**src/rtl/sercon_pkg.sv**
```systemverilog
package sercon_pkg;
  localparam int ADDR_W = 6;              // byte address span 0x00..0x3C
  localparam int IDX_W  = ADDR_W - 2;     // word index width

  // word indexes (byte offset / 4)
  localparam logic [IDX_W-1:0] IX_TXCTL  = 4'h0;
  localparam logic [IDX_W-1:0] IX_DMAEN  = 4'h1;
  localparam logic [IDX_W-1:0] IX_RXCTL  = 4'h2;
  localparam logic [IDX_W-1:0] IX_DOUT   = 4'h7;
  localparam logic [IDX_W-1:0] IX_POP    = 4'h8;
  localparam logic [IDX_W-1:0] IX_PEEK   = 4'h9;
  localparam logic [IDX_W-1:0] IX_IEN    = 4'hB;
  localparam logic [IDX_W-1:0] IX_ACK    = 4'hC;
  localparam logic [IDX_W-1:0] IX_RAW    = 4'hD;
  localparam logic [IDX_W-1:0] IX_GATED  = 4'hE;

  // field positions
  localparam int ST_AVAIL   = 16;
  localparam int ST_TXIDLE  = 22;
  localparam int ST_TXRDY   = 24;
  localparam int RXEN_BIT   = 3;
  localparam int IRQ_RX_BIT = 3;

  localparam logic [31:0] RXCTL_RESET = 32'h0001_0000;
endpackage

```
**src/rtl/sercon_fifo.sv**
```systemverilog
module sercon_fifo #(
  parameter int DEPTH = 16,
  parameter int W     = 8,
  parameter int CW    = $clog2(DEPTH + 1)
) (
  input  logic          clk,
  input  logic          rst_n,
  input  logic          push,
  input  logic [W-1:0]  push_data,
  input  logic          pop,
  output logic [W-1:0]  head,
  output logic [CW-1:0] count,
  output logic          empty,
  output logic          full
);
  localparam int PW = (DEPTH > 1) ? $clog2(DEPTH) : 1;

  logic [W-1:0]  mem [DEPTH];
  logic [PW-1:0] wr_ptr, rd_ptr;
  logic          do_push, do_pop;

  function automatic logic [PW-1:0] bump(input logic [PW-1:0] p);
    return (p == PW'(DEPTH - 1)) ? '0 : p + 1'b1;
  endfunction

  assign empty   = (count == '0);
  assign full    = (count == CW'(DEPTH));
  assign do_push = push & ~full;
  assign do_pop  = pop & ~empty;
  assign head    = mem[rd_ptr];

  always_ff @(posedge clk) begin
    if (do_push) mem[wr_ptr] <= push_data;
  end

  always_ff @(posedge clk) begin
    if (!rst_n) begin
      wr_ptr <= '0;
      rd_ptr <= '0;
      count  <= '0;
    end else begin
      if (do_push) wr_ptr <= bump(wr_ptr);
      if (do_pop)  rd_ptr <= bump(rd_ptr);
      case ({do_push, do_pop})
        2'b10:   count <= count + 1'b1;
        2'b01:   count <= count - 1'b1;
        default: count <= count;
      endcase
    end
  end
endmodule

```
**src/rtl/sercon_irq.sv**
```systemverilog
module sercon_irq #(
  parameter int W      = 32,
  parameter int RX_BIT = 3
) (
  input  logic         clk,
  input  logic         rst_n,
  input  logic         wr_raw,
  input  logic         wr_ack,
  input  logic         wr_ien,
  input  logic         tx_kick,
  input  logic [W-1:0] wdata,
  input  logic         rx_nonempty,
  output logic [W-1:0] raw,
  output logic [W-1:0] ien,
  output logic [W-1:0] ack_word,
  output logic [W-1:0] gated,
  output logic         irq
);
  localparam logic [W-1:0] RX_M = W'(1) << RX_BIT;
  localparam logic [W-1:0] TX_M = W'(3);

  logic [W-1:0] raw_q;      // bit RX_BIT held at zero, driven live below
  logic         tx_pend;
  logic [W-1:0] ack_adj;

  always_comb begin
    ack_adj = wdata;
    if (tx_pend) ack_adj[0] = 1'b0;
  end

  always_ff @(posedge clk) begin
    if (!rst_n) begin
      raw_q    <= '0;
      ien      <= '0;
      ack_word <= '0;
      tx_pend  <= 1'b0;
    end else begin
      if (wr_ien) ien <= wdata;
      if (wr_raw) raw_q <= wdata & ~RX_M;
      if (tx_kick) begin
        raw_q   <= (raw_q | TX_M) & ~RX_M;
        tx_pend <= 1'b1;
      end
      if (wr_ack) begin
        ack_word <= ack_adj;
        raw_q    <= raw_q & ~ack_adj & ~RX_M;
        tx_pend  <= 1'b0;
      end
    end
  end

  assign raw   = raw_q | (rx_nonempty ? RX_M : '0);
  assign gated = raw & ien;
  assign irq   = |gated;
endmodule

```
**src/rtl/sercon_top.sv**
```systemverilog
module sercon_top
  import sercon_pkg::*;
#(
  parameter int FIFO_DEPTH = 16,
  parameter int DATA_W     = 32,
  parameter int BYTE_W     = 8
) (
  input  logic                clk,
  input  logic                rst_n,
  input  logic                bus_sel,
  input  logic                bus_wr,
  input  logic [ADDR_W-1:2]   bus_addr,
  input  logic [DATA_W-1:0]   bus_wdata,
  output logic [DATA_W-1:0]   bus_rdata,
  output logic                tx_valid,
  input  logic                tx_ready,
  output logic [BYTE_W-1:0]   tx_data,
  input  logic                rx_valid,
  output logic                rx_ready,
  input  logic [BYTE_W-1:0]   rx_data,
  output logic                irq
);
  localparam int CNT_W = $clog2(FIFO_DEPTH + 1);

  logic              wr_en, rd_en;
  logic [DATA_W-1:0] txctl, dmaen, rxctl, dout;
  logic [BYTE_W-1:0] fifo_head;
  logic [CNT_W-1:0]  fifo_cnt;
  logic              fifo_empty, fifo_full;
  logic              rx_push, rx_pop;
  logic [DATA_W-1:0] raw, ien, ack_word, gated;
  logic [DATA_W-1:0] stat_word, rd_mux;

  assign wr_en = bus_sel &  bus_wr;
  assign rd_en = bus_sel & ~bus_wr;

  // plain storage words
  always_ff @(posedge clk) begin
    if (!rst_n) begin
      txctl <= '0;
      dmaen <= '0;
      rxctl <= DATA_W'(RXCTL_RESET);
      dout  <= '0;
    end else if (wr_en) begin
      case (bus_addr)
        IX_TXCTL: txctl <= bus_wdata;
        IX_DMAEN: dmaen <= bus_wdata;
        IX_RXCTL: rxctl <= bus_wdata;
        IX_DOUT:  dout  <= bus_wdata;
        default: ;
      endcase
    end
  end

  // receive path
  assign rx_ready = rxctl[RXEN_BIT] & ~fifo_full;
  assign rx_push  = rx_valid & rx_ready;
  assign rx_pop   = rd_en & (bus_addr == IX_POP);

  sercon_fifo #(.DEPTH(FIFO_DEPTH), .W(BYTE_W)) u_fifo (
    .clk       (clk),
    .rst_n     (rst_n),
    .push      (rx_push),
    .push_data (rx_data),
    .pop       (rx_pop),
    .head      (fifo_head),
    .count     (fifo_cnt),
    .empty     (fifo_empty),
    .full      (fifo_full)
  );

  // transmit stream
  always_ff @(posedge clk) begin
    if (!rst_n) begin
      tx_valid <= 1'b0;
      tx_data  <= '0;
    end else if (wr_en && bus_addr == IX_DOUT) begin
      tx_valid <= 1'b1;
      tx_data  <= bus_wdata[BYTE_W-1:0];
    end else if (tx_ready) begin
      tx_valid <= 1'b0;
    end
  end

  sercon_irq #(.W(DATA_W), .RX_BIT(IRQ_RX_BIT)) u_irq (
    .clk         (clk),
    .rst_n       (rst_n),
    .wr_raw      (wr_en && bus_addr == IX_RAW),
    .wr_ack      (wr_en && bus_addr == IX_ACK),
    .wr_ien      (wr_en && bus_addr == IX_IEN),
    .tx_kick     (wr_en && bus_addr == IX_DOUT),
    .wdata       (bus_wdata),
    .rx_nonempty (~fifo_empty),
    .raw         (raw),
    .ien         (ien),
    .ack_word    (ack_word),
    .gated       (gated),
    .irq         (irq)
  );

  // status/data word
  always_comb begin
    stat_word             = '0;
    stat_word[BYTE_W-1:0] = fifo_empty ? '0 : fifo_head;
    stat_word[ST_AVAIL]   = ~fifo_empty;
    stat_word[ST_TXIDLE]  = 1'b1;
    stat_word[ST_TXRDY]   = 1'b1;
  end

  always_comb begin
    case (bus_addr)
      IX_TXCTL: rd_mux = txctl;
      IX_DMAEN: rd_mux = dmaen;
      IX_RXCTL: rd_mux = rxctl;
      IX_DOUT:  rd_mux = dout;
      IX_POP,
      IX_PEEK:  rd_mux = stat_word;
      IX_IEN:   rd_mux = ien;
      IX_ACK:   rd_mux = ack_word;
      IX_RAW:   rd_mux = raw;
      IX_GATED: rd_mux = gated;
      default:  rd_mux = '0;
    endcase
  end

  always_ff @(posedge clk) begin
    if (!rst_n)     bus_rdata <= '0;
    else if (rd_en) bus_rdata <= rd_mux;
  end
endmodule

```
**config.mk**
```make
export PLATFORM = sky130hd
export DESIGN_NAME = sercon_top
export DESIGN_NICKNAME = d
export VERILOG_FILES = /design/src/rtl/sercon_pkg.sv /design/src/rtl/sercon_fifo.sv /design/src/rtl/sercon_irq.sv /design/src/rtl/sercon_top.sv
export SDC_FILE = /design/constraint.sdc
export NUM_CORES = 1
export LEC_CHECK = 0
export BUFFER_PORTS_ARGS = -buffer_cell sky130_fd_sc_hd__buf_2
export CAP_MARGIN = 20
export CORE_AREA = 5 5 228 230
export CTS_BUF_LIST = sky130_fd_sc_hd__clkbuf_16
export CTS_CLUSTER_DIAMETER = 40
export DETAILED_ROUTE_END_ITERATION = 8
export DIE_AREA = 0 0 233 235
export SYNTH_ARGS = -nofsm -noshare
export SYNTH_HDL_FRONTEND = slang
export SYNTH_SLANG_ARGS = --single-unit
```
**constraint.sdc**
```tcl
create_clock -name clk -period 8.3 [get_ports clk]
set_clock_uncertainty 0.2 [all_clocks]
set_input_delay 1.245 -clock clk [delete_from_list [all_inputs] [get_ports clk]]
set_output_delay 1.245 -clock clk [all_outputs]
set_load 0.01 [all_outputs]
```
Yosys cells after proc, flatten, opt, wreduce, memory -nomap -nowiden
Memories as Yosys holds them, arrays and structs flattened. A register that Yosys moved wholly into a read port is not among the register bits.
Index checks and enable logic that the tools add are counted.

storage, ports and cells
  memories = 1
  bits of input ports = 50
  register bits after elaboration = 278
  output and inout bits = 43
  word-level logic and storage cells = 84
  bits in writable memories = 128

cells by class
  equality and inequality tests = 15
  $add $sub $neg = 4
  muxes and demuxes = 16
  bitwise logic cells = 15
  reductions and logical operators = 18

memory list
  memory      words  bits a word  read ports  clocked after memory_dff  write ports  RTL line           source
  u_fifo.mem  16     8            1           1                         1            sercon_fifo.sv:18  logic [W-1:0] mem [DEPTH];

operators by type and width
  operator             number
  $pmux 32 s9          1
  $mux 32              3
  $and 32x32->32       2
  $eq 4x4->1 const B   8
  $not 32->32          1
  $or 32x32->32        1
  $reduce_or 32->1     1
  $mux 4               5
  $pmux 5 s2           1
  $reduce_and 2->1     5
  $add 4x1->4 const B  2
  $mux 8               1
  $and 1x1->1          7
  $reduce_bool 2->1    3
  $add 5x1->5 const B  1
  $eq 5x5->1 const B   1
  $logic_not 5->1      1
  $mux 1               5
  $sub 5x1->5 const B  1
  $eq 4x1->1 const B   1
  $eq 4x2->1 const B   1
  $eq 4x3->1 const B   1
  $logic_and 1x1->1    4
  $logic_not 4->1      1
  other kinds (6)      10

Longest topological paths before layout
Gate-level depths: netlist of the first run.

  depth after elaboration = 7
  depth in mapped cells = 14
  gate-level depth less buffers = 11

Cells and area by module
A second synthesis of the first run with hierarchy kept.

second synthesis, totals
  cell total of the unflattened synthesis = 1744
  area total of the unflattened synthesis = 17733.3 um2

by module, submodules not included
  module       times used  sequential area each (um2)  area an instance (um2)  cells an instance
  sercon_top   1           3223.1                      7891.3                  1015
  sercon_fifo  1           4184.0                      5884.4                  299
  sercon_irq   1           1921.8                      3957.5                  430

Worst setup path before layout of the first run
Ideal clock, no wire load.

  kind = input port to flip-flop
  from = in bus_wr
  to = reg u_fifo.count[4]
  library setup time = 0.072 ns
  buffers on the path = 2
  required time = 8.028 ns
  stages on the path = 12
  slack = 4.407 ns
  data arrival time = 3.622 ns
  path through = nand2b_1 > buf_2 > a2111oi_4 > ha_1 > clkbuf_1 > xor2_1 > ha_1 > o21a_1 > o21ai_0 > nand2b_1 > a211oi_1 > mux2i_1

on the way
  cells in the longest elaborated chain, start to end = 6
  elaborated cells on any way between the ends = 8
  classes of those cells = 2 x eq/ne; 1 x mux; 4 x bitwise; 1 x reduce/logical

RTL lines
  element                                          RTL line           source
  from (decl)                                      sercon_top.sv:11   input logic bus_wr,
  $not 1->1 (*)                                    sercon_top.sv:35   assign rd_en = bus_sel & ~bus_wr;
  $and 1x1->1 (*)                                  sercon_top.sv:35
  $and 1x1->1 (*)                                  sercon_top.sv:58   assign rx_pop = rd_en & (bus_addr == IX_POP);
  $and 1x1->1 (*)                                  sercon_fifo.sv:29  assign do_pop = pop & ~empty;
  $eq 2x1->1 or $eq 2x2->1 (tied branches)         sercon_fifo.sv:44  case ({do_push, do_pop})
  $pmux 5 s2 or $reduce_bool 2->1 (tied branches)  -
  to (signal assigned)                             sercon_fifo.sv:45  2'b10: count <= count + 1'b1;
  to (signal assigned)                             sercon_fifo.sv:46  2'b01: count <= count - 1'b1;
  to (signal assigned)                             sercon_fifo.sv:47  default: count <= count;
  to (decl)                                        sercon_fifo.sv:12  output logic [CW-1:0] count,

Every way passes the cells marked *; elsewhere a longest branch is shown, timed or not.
A chain may end at the register's enable or synchronous reset.

Final worst setup path of the first run
  from = in bus_addr[3] (netlist bit)
  to = reg u_fifo.count[4]

on the way
  cells in the longest elaborated chain, start to end = 5
  elaborated cells on any way between the ends = 7
  classes of those cells = 3 x eq/ne; 1 x mux; 2 x bitwise; 1 x reduce/logical

RTL lines
  element                                          RTL line           source
  from (decl)                                      sercon_top.sv:12   input logic [ADDR_W-1:2] bus_addr,
  $eq 4x4->1 (*)                                   sercon_top.sv:58
  $and 1x1->1 (*)                                  sercon_top.sv:58
  $and 1x1->1 (*)                                  sercon_fifo.sv:29
  $eq 2x1->1 or $eq 2x2->1 (tied branches)         sercon_fifo.sv:44
  $pmux 5 s2 or $reduce_bool 2->1 (tied branches)  -

Marked as above.

==> results_dict.tcl, run 1 <==
set metrics [dict create \
    worst_hold_path.num_cells 2 \
    drt_wl_total_mm 58.0 \
    grt.overflow.total 0 \
    inst_count_dp 2446 \
    final_layout_size_suffix_gt1_share_pct 14.1 \
    setup_violations 0 \
    core_um2 49700 \
    die_width_um 233 \
    initial_antenna_violation_count 7 \
    post_synth_edffs 128 \
    drtAntennaViolNets 0 \
    crit-reg2reg-launch "u_fifo.count[1]" \
    detailroute.via_count 14400 \
    seq_area_frac_synth_pct 54.5 \
    grt_setup_unrepaired "no" \
    place.detailed.hpwl_mm 37.0 \
    route.detailed.wl_per_inst_um 22.8 \
    drv_slew 0 \
    stdcell_count 2545 \
    r2r_setup_slack_ns 4.96 \
    drt_drc_violations_left 0 \
    rows 82 \
    status "finished, final reports clean" \
    cts_resized 0 \
    yosys_warnings 0 \
    finalHoldViolations 0 \
    register_bit_total_from_synthesis 402 \
    syn_to_final_growth_pct 16.2 \
    critPathKind "input pin to flip-flop" \
    cts-root-buf "clkbuf_16" \
    synth.cell_area_um2 17100 \
    floorplan.die_area_um2 54800 \
    gp_congestion 0.850 \
    cts-hold-fix-buffers 0 \
    p_per_area_nw_per_um2 230 \
    detail_route.iter0.violations 1670 \
    post-cts-setup-buffers 0 \
    min_from "bus_rdata[17]" \
    worst_setup_path_start_kind "input pin" \
    clock_tree_from_tritoncts "done" \
    drt_pass1_iterations 5 \
    start_util_pct 34.5 \
    final_net_count 1888 \
    layout_common_cells "nand2_1 (482), dfxtp_1 (274), a21oi_1 (265)" \
    first_global_vias 13800 \
    period_minus_slack_ns 4.34 \
    maxSlewHeadroom_pct 30.7 \
    yosysUniqueCellTypes 65 \
    htree_levels 2 \
    cts_inserted_buffers 52 \
    min_to "bus_rdata[17]" \
    grt_max_degree 178 \
    peakVddDrop_v 0.000199 \
    via_per_inst 5.66 \
    achievable-frequency_ghz 0.230 \
    num_io_pins 93 \
    port_buffers 92 \
    r2r_cells 12 \
    r2r-end "u_fifo.count[4]" \
    net_count_synth 1849 \
    clock_sink_count 402 \
    cts.reportedPaths.clkPinSlew_ns 0.06 \
    layout_commonest_cell "nand2_1" \
    hold_class "flip-flop to flip-flop" \
    grt.total_usage_pct 20.4 \
    timing.final.crit_share_pct 52.3 \
    async_flop_share_pct 0 \
    layout.filler_cells 4927 \
    number_of_max_capacitance_violations_reported 0 \
    power.static_leakage_nw 6.52 \
    critPathCaptureType "flip-flop" \
    sequential_cell_area_um2 9330 \
    syn_avg_cell_area_um2 9.56 \
    flip_flop_cell_with_the_highest_count_after_synthesis "dfxtp_1" \
    timing_worst_slew_pin_value_ns 1.04 \
    worst_ep_required_time_ns 8.62 \
    die_h_um 235 \
    worst-path-max-fanout 26 \
    final.setup.tns_ns 0 \
    worstSkewPairLatency_ns 0.59 \
    cts_max_path_buffers 3 \
    arrival_ns 4.66 \
    area_of_the_multi_input_gates_um2 7130 \
    synthesized_netlist_cell_count 1790 \
    grt_pass1_wl_mm 86.8 \
]
## report_power, final
part | internal [mW] | switching (mW)
registers | 2.04 | 0.00677
clock network | 1.43 | 0.920
logic | 0.0360 | 0.141
## cells by family after synthesis
family                     count (synthesis)  share of synthesized area, %
buffers and inverters                    153                          4.10
and+or+nand+nor                          664                          16.3
DFF                                      402                          54.5
AOI/OAI and AO/OA                        492                          18.0
muxes                                     63                          6.04
adders and majority gates                  9                         0.658
xor gates and xnor gates                   7                         0.358
## Yosys cell counts (11+ instances only)
cell type	number	share of area (%)
a21oi_1	265	7.8
a22o_1	18	0.92
a22oi_1	57	2.5
a32o_1	11	0.64
a32oi_1	14	0.72
buf_2	37	1.1
buf_4	13	0.57
clkbuf_1	83	1.8
dfxtp_1	274	32
edfxtp_1	128	22
mux2i_1	26	1.5
mux4_1	11	1.7
mux4_2	17	2.2
nand2_1	484	11
nand3_1	52	1.5
nor2_1	48	1.1
nor3_1	16	0.47
o21ai_0	35	1.0
o22ai_1	13	0.48
## worst max-delay path by stage
stage / to / cells past startpoint / slack [ns] / start
global placement: u_fifo.count[4] / 12 / 3.45 / bus_addr[3]
finish: u_fifo.count[4] / 12 / 3.96 / bus_addr[3]
global route: u_fifo.count[4] / 12 / 3.74 / bus_addr[3]
floorplan: u_fifo.count[4] / 12 / 4.41 / bus_wr
CTS: u_fifo.count[4] / 12 / 4.04 / bus_addr[3]
detailed placement: u_fifo.count[4] / 12 / 3.40 / bus_addr[3]
## through the flow
step	hold WS (ns)	utilization (%)	total power, mW	worst slack (ns)	area, um^2
2_1_floorplan	0.232	-	2.17	4.41	17100
3_3_place_gp	0.231	36.4	2.25	3.45	18100
3_5_place_dp	0.237	36.4	2.25	3.40	18100
4_1_cts	0.252	40.0	4.59	4.04	19900
5_1_grt	0.267	40.0	4.69	3.74	19900
6_report	0.244	40.0	4.57	3.96	19900
## critical path, cell delays in order
cell and delay, ns:
buf_2 0.27, buf_4 0.35, or2_1 0.53, a2111oi_4 0.52, ha_1 0.44, xor2_1 0.13, ha_1 0.23, o21a_1 0.17
o21ai_0 0.17, nand2b_1 0.08, a211oi_1 0.28, mux2i_1 0.21
## flip-flops by register name (all words and copies together) (netlist names), named ones only
register and cells:
u_fifo.wr_ptr 4, u_fifo.rd_ptr 4, bus_rdata 32, u_irq.raw_q 31
tx_valid 1, u_fifo.count 5, u_irq.tx_pend 1, rxctl 32
u_fifo.mem 128, dout 32, u_irq.ack_word 32, u_irq.ien 32
txctl 32, dmaen 32
## routing by layer
metal,track usage [%],up-vias,wire [um]
li1,-,6531,-
met1,26.4,7026,23300
met2,33.1,695,27500
met3,4.41,158,4910
met4,8.92,6,2250
met5,0,-,34
## area by class of cell
class	count	area share, %
Sequential cell	402	46.9
Inverter	12	0.252
Clock inverter	43	2.38
Clock buffer	53	6.67
Tap cell	672	4.23
Antenna cell	2	0.0252
Multi-Input combinational cell	1235	35.9
Timing Repair Buffer	126	3.68
Note: power is estimated with default switching activity, not from simulation.
==> inputs of run 2 (changes only) <==
==> constraint.sdc (replaced) <==
create_clock -name clk -period 3.8 [get_ports clk]
set_clock_uncertainty 0.2 [all_clocks]
set_input_delay 0.57 -clock clk [delete_from_list [all_inputs] [get_ports clk]]
set_output_delay 0.57 -clock clk [all_outputs]
set_load 0.01 [all_outputs]
==> results_dict.tcl, run 2 (synthesized netlist as in run 1, its figures left out) <==
set metrics [dict create \
    p_per_area_nw_per_um2 478 \
    route.detailed.wl_per_inst_um 22.7 \
    layout_commonest_cell "nand2_1" \
    peakVddDrop_v 0.000405 \
    num_io_pins 93 \
    internal-power_mw 7.25 \
    crit_chain "nor4_4 > buf_4 > nand2_1 > a2111o_1 > buf_2" \
    drt_drc_violations_left 0 \
    preCtsSetupSlack_ns 0.553 \
    post-cts-setup-buffers 0 \
    gp_congestion 0.887 \
    power.static_leakage_nw 6.63 \
    arrival_ns 2.63 \
    cts.reportedPaths.clkPinSlew_ns 0.05 \
    layout.filler_cells 4873 \
    maxSlewHeadroom_pct 21.7 \
    drtAntennaViolNets 0 \
    grt_max_degree 140 \
    floorplan.die_area_um2 54800 \
    via_per_inst 5.61 \
    worst_ep_required_time_ns 3.03 \
    port_buffers 92 \
    clock_tree_from_tritoncts "done" \
    grt_pass1_wl_mm 87.8 \
    initial_antenna_violation_count 6 \
    final_layout_size_suffix_gt1_share_pct 15.6 \
    timing.final.crit_share_pct 89.6 \
    grt.overflow.total 0 \
    number_of_max_capacitance_violations_reported 0 \
    achievable-frequency_ghz 0.294 \
    cts_resized 0 \
    cts-root-buf "clkbuf_16" \
    die_width_um 233 \
    p_comb_share_pct 4.2 \
    p_seq_share_pct 46.5 \
    layout_common_cells "nand2_1 (484), dfxtp_1 (274), a21oi_1 (265)" \
    start_util_pct 34.5 \
    hold_class "input pin to flip-flop" \
    cts_inserted_buffers 52 \
    final.setup.tns_ns 0 \
    grt_setup_unrepaired "no" \
    r2r_setup_slack_ns 0.67 \
    detailroute.via_count 14500 \
    core_um2 49700 \
    critPathCaptureType "output port" \
    grt.total_usage_pct 20.6 \
    setup_violations 0 \
    syn_to_final_growth_pct 17.3 \
    cts_max_path_buffers 3 \
    detail_route.iter0.violations 1690 \
    status "finished, final reports clean" \
    power.share.switching_pct 24.3 \
    die_h_um 235 \
    first_global_vias 14000 \
    critical_path.slowest_cell "nor4_4" \
    timing_worst_slew_pin_value_ns 1.17 \
    finalHoldViolations 0 \
    netSwitchingPower_mw 2.33 \
    layout_setup_ws_ns 0.397 \
    cp_slowest_stage_delay_ns 0.64 \
    period_minus_slack_ns 3.40 \
    cts-hold-fix-buffers 0 \
    drt_wl_total_mm 58.8 \
    largest_register "u_fifo.mem" \
    drv_slew 0 \
    place.detailed.hpwl_mm 38.4 \
    worstSkewPairLatency_ns 0.58 \
    final_net_count 1928 \
    worst_setup_path_start_kind "flip-flop" \
    rows 82 \
    worst-path-max-fanout 8 \
    clock_sink_count 402 \
    critPathKind "flip-flop to output port" \
    htree_levels 2 \
    power_frac_clock_pct 49.3 \
    drt_pass1_iterations 6 \
    largest_register_ffs 128 \
]
## run 2: cell count changes in the layout (fill, tap and decap cells not counted), moves of 2 or more
| cell | change |
|---|---|
| buf_4 | +38 |
| bufinv_16 | -6 |
| buf_12 | +3 |
| clkinv_4 | +3 |
| clkinvlp_4 | +3 |
| clkinv_1 | +2 |
| nand2_1 | +2 |
| nand2_2 | -2 |
| nor3_1 | +2 |
| nor3_2 | -2 |
## run 2: area by class of cell
type	count	area (um^2)	area share, %
repair buffers	166	1070	5.31
multi-input cells	1235	7120	35.4
diodes	2	5.00	0.0249
clock buffers	53	1330	6.61
flip-flops and latches	402	9330	46.5
well taps	672	841	4.19
clock inverters	44	340	1.70
inverters	12	50.0	0.249
## run 2: worst max-delay path: cells and delay by family, from the launching register on
family / cells / cell delay (ns)
flops: 1 / 0.40
compound gates: 1 / 0.48
buf+inv: 2 / 0.44
simple gates: 2 / 0.74
## run 2: power groups by stage
stage / Combinational (mW) / Clock [mW] / Sequential [mW]
detailed placement: 0.392 / 0 / 4.55
CTS: 0.393 / 4.80 / 4.46
finish: 0.405 / 4.72 / 4.46
global placement: 0.387 / 0 / 4.55
global route: 0.423 / 5.01 / 4.46
floorplan: 0.188 / 0 / 4.55
## run 2: final timing paths
check,from,endpoint,cells past startpoint
setup / recovery,u_fifo.count[1],irq,5
hold / removal,tx_ready,tx_valid,3
setup reg to reg,u_fifo.count[1],u_fifo.count[4],12
hold reg to reg,bus_rdata[20],bus_rdata[20],2
## run 2: stage by stage
step	hold slack [ns]	std cells	power (mW)	cell area, um^2	utilization (%)
2_1_floorplan	0.232	1790	4.74	17100	-
3_3_place_gp	0.232	2487	4.94	18400	37.1
3_5_place_dp	0.240	2487	4.94	18400	37.1
4_1_cts	0.0447	2584	9.65	20100	40.4
5_1_grt	0.0868	2586	9.89	20100	40.4
6_report	0.0718	2586	9.59	20100	40.4
## run 2: layer usage
layer	global-route usage, %	up-vias	routed length (um)
met1	27.4	6984	23500
met3	4.67	181	5630
li1	-	6588	-
met4	8.61	6	2750
met5	0	-	41
met2	32.5	744	26800
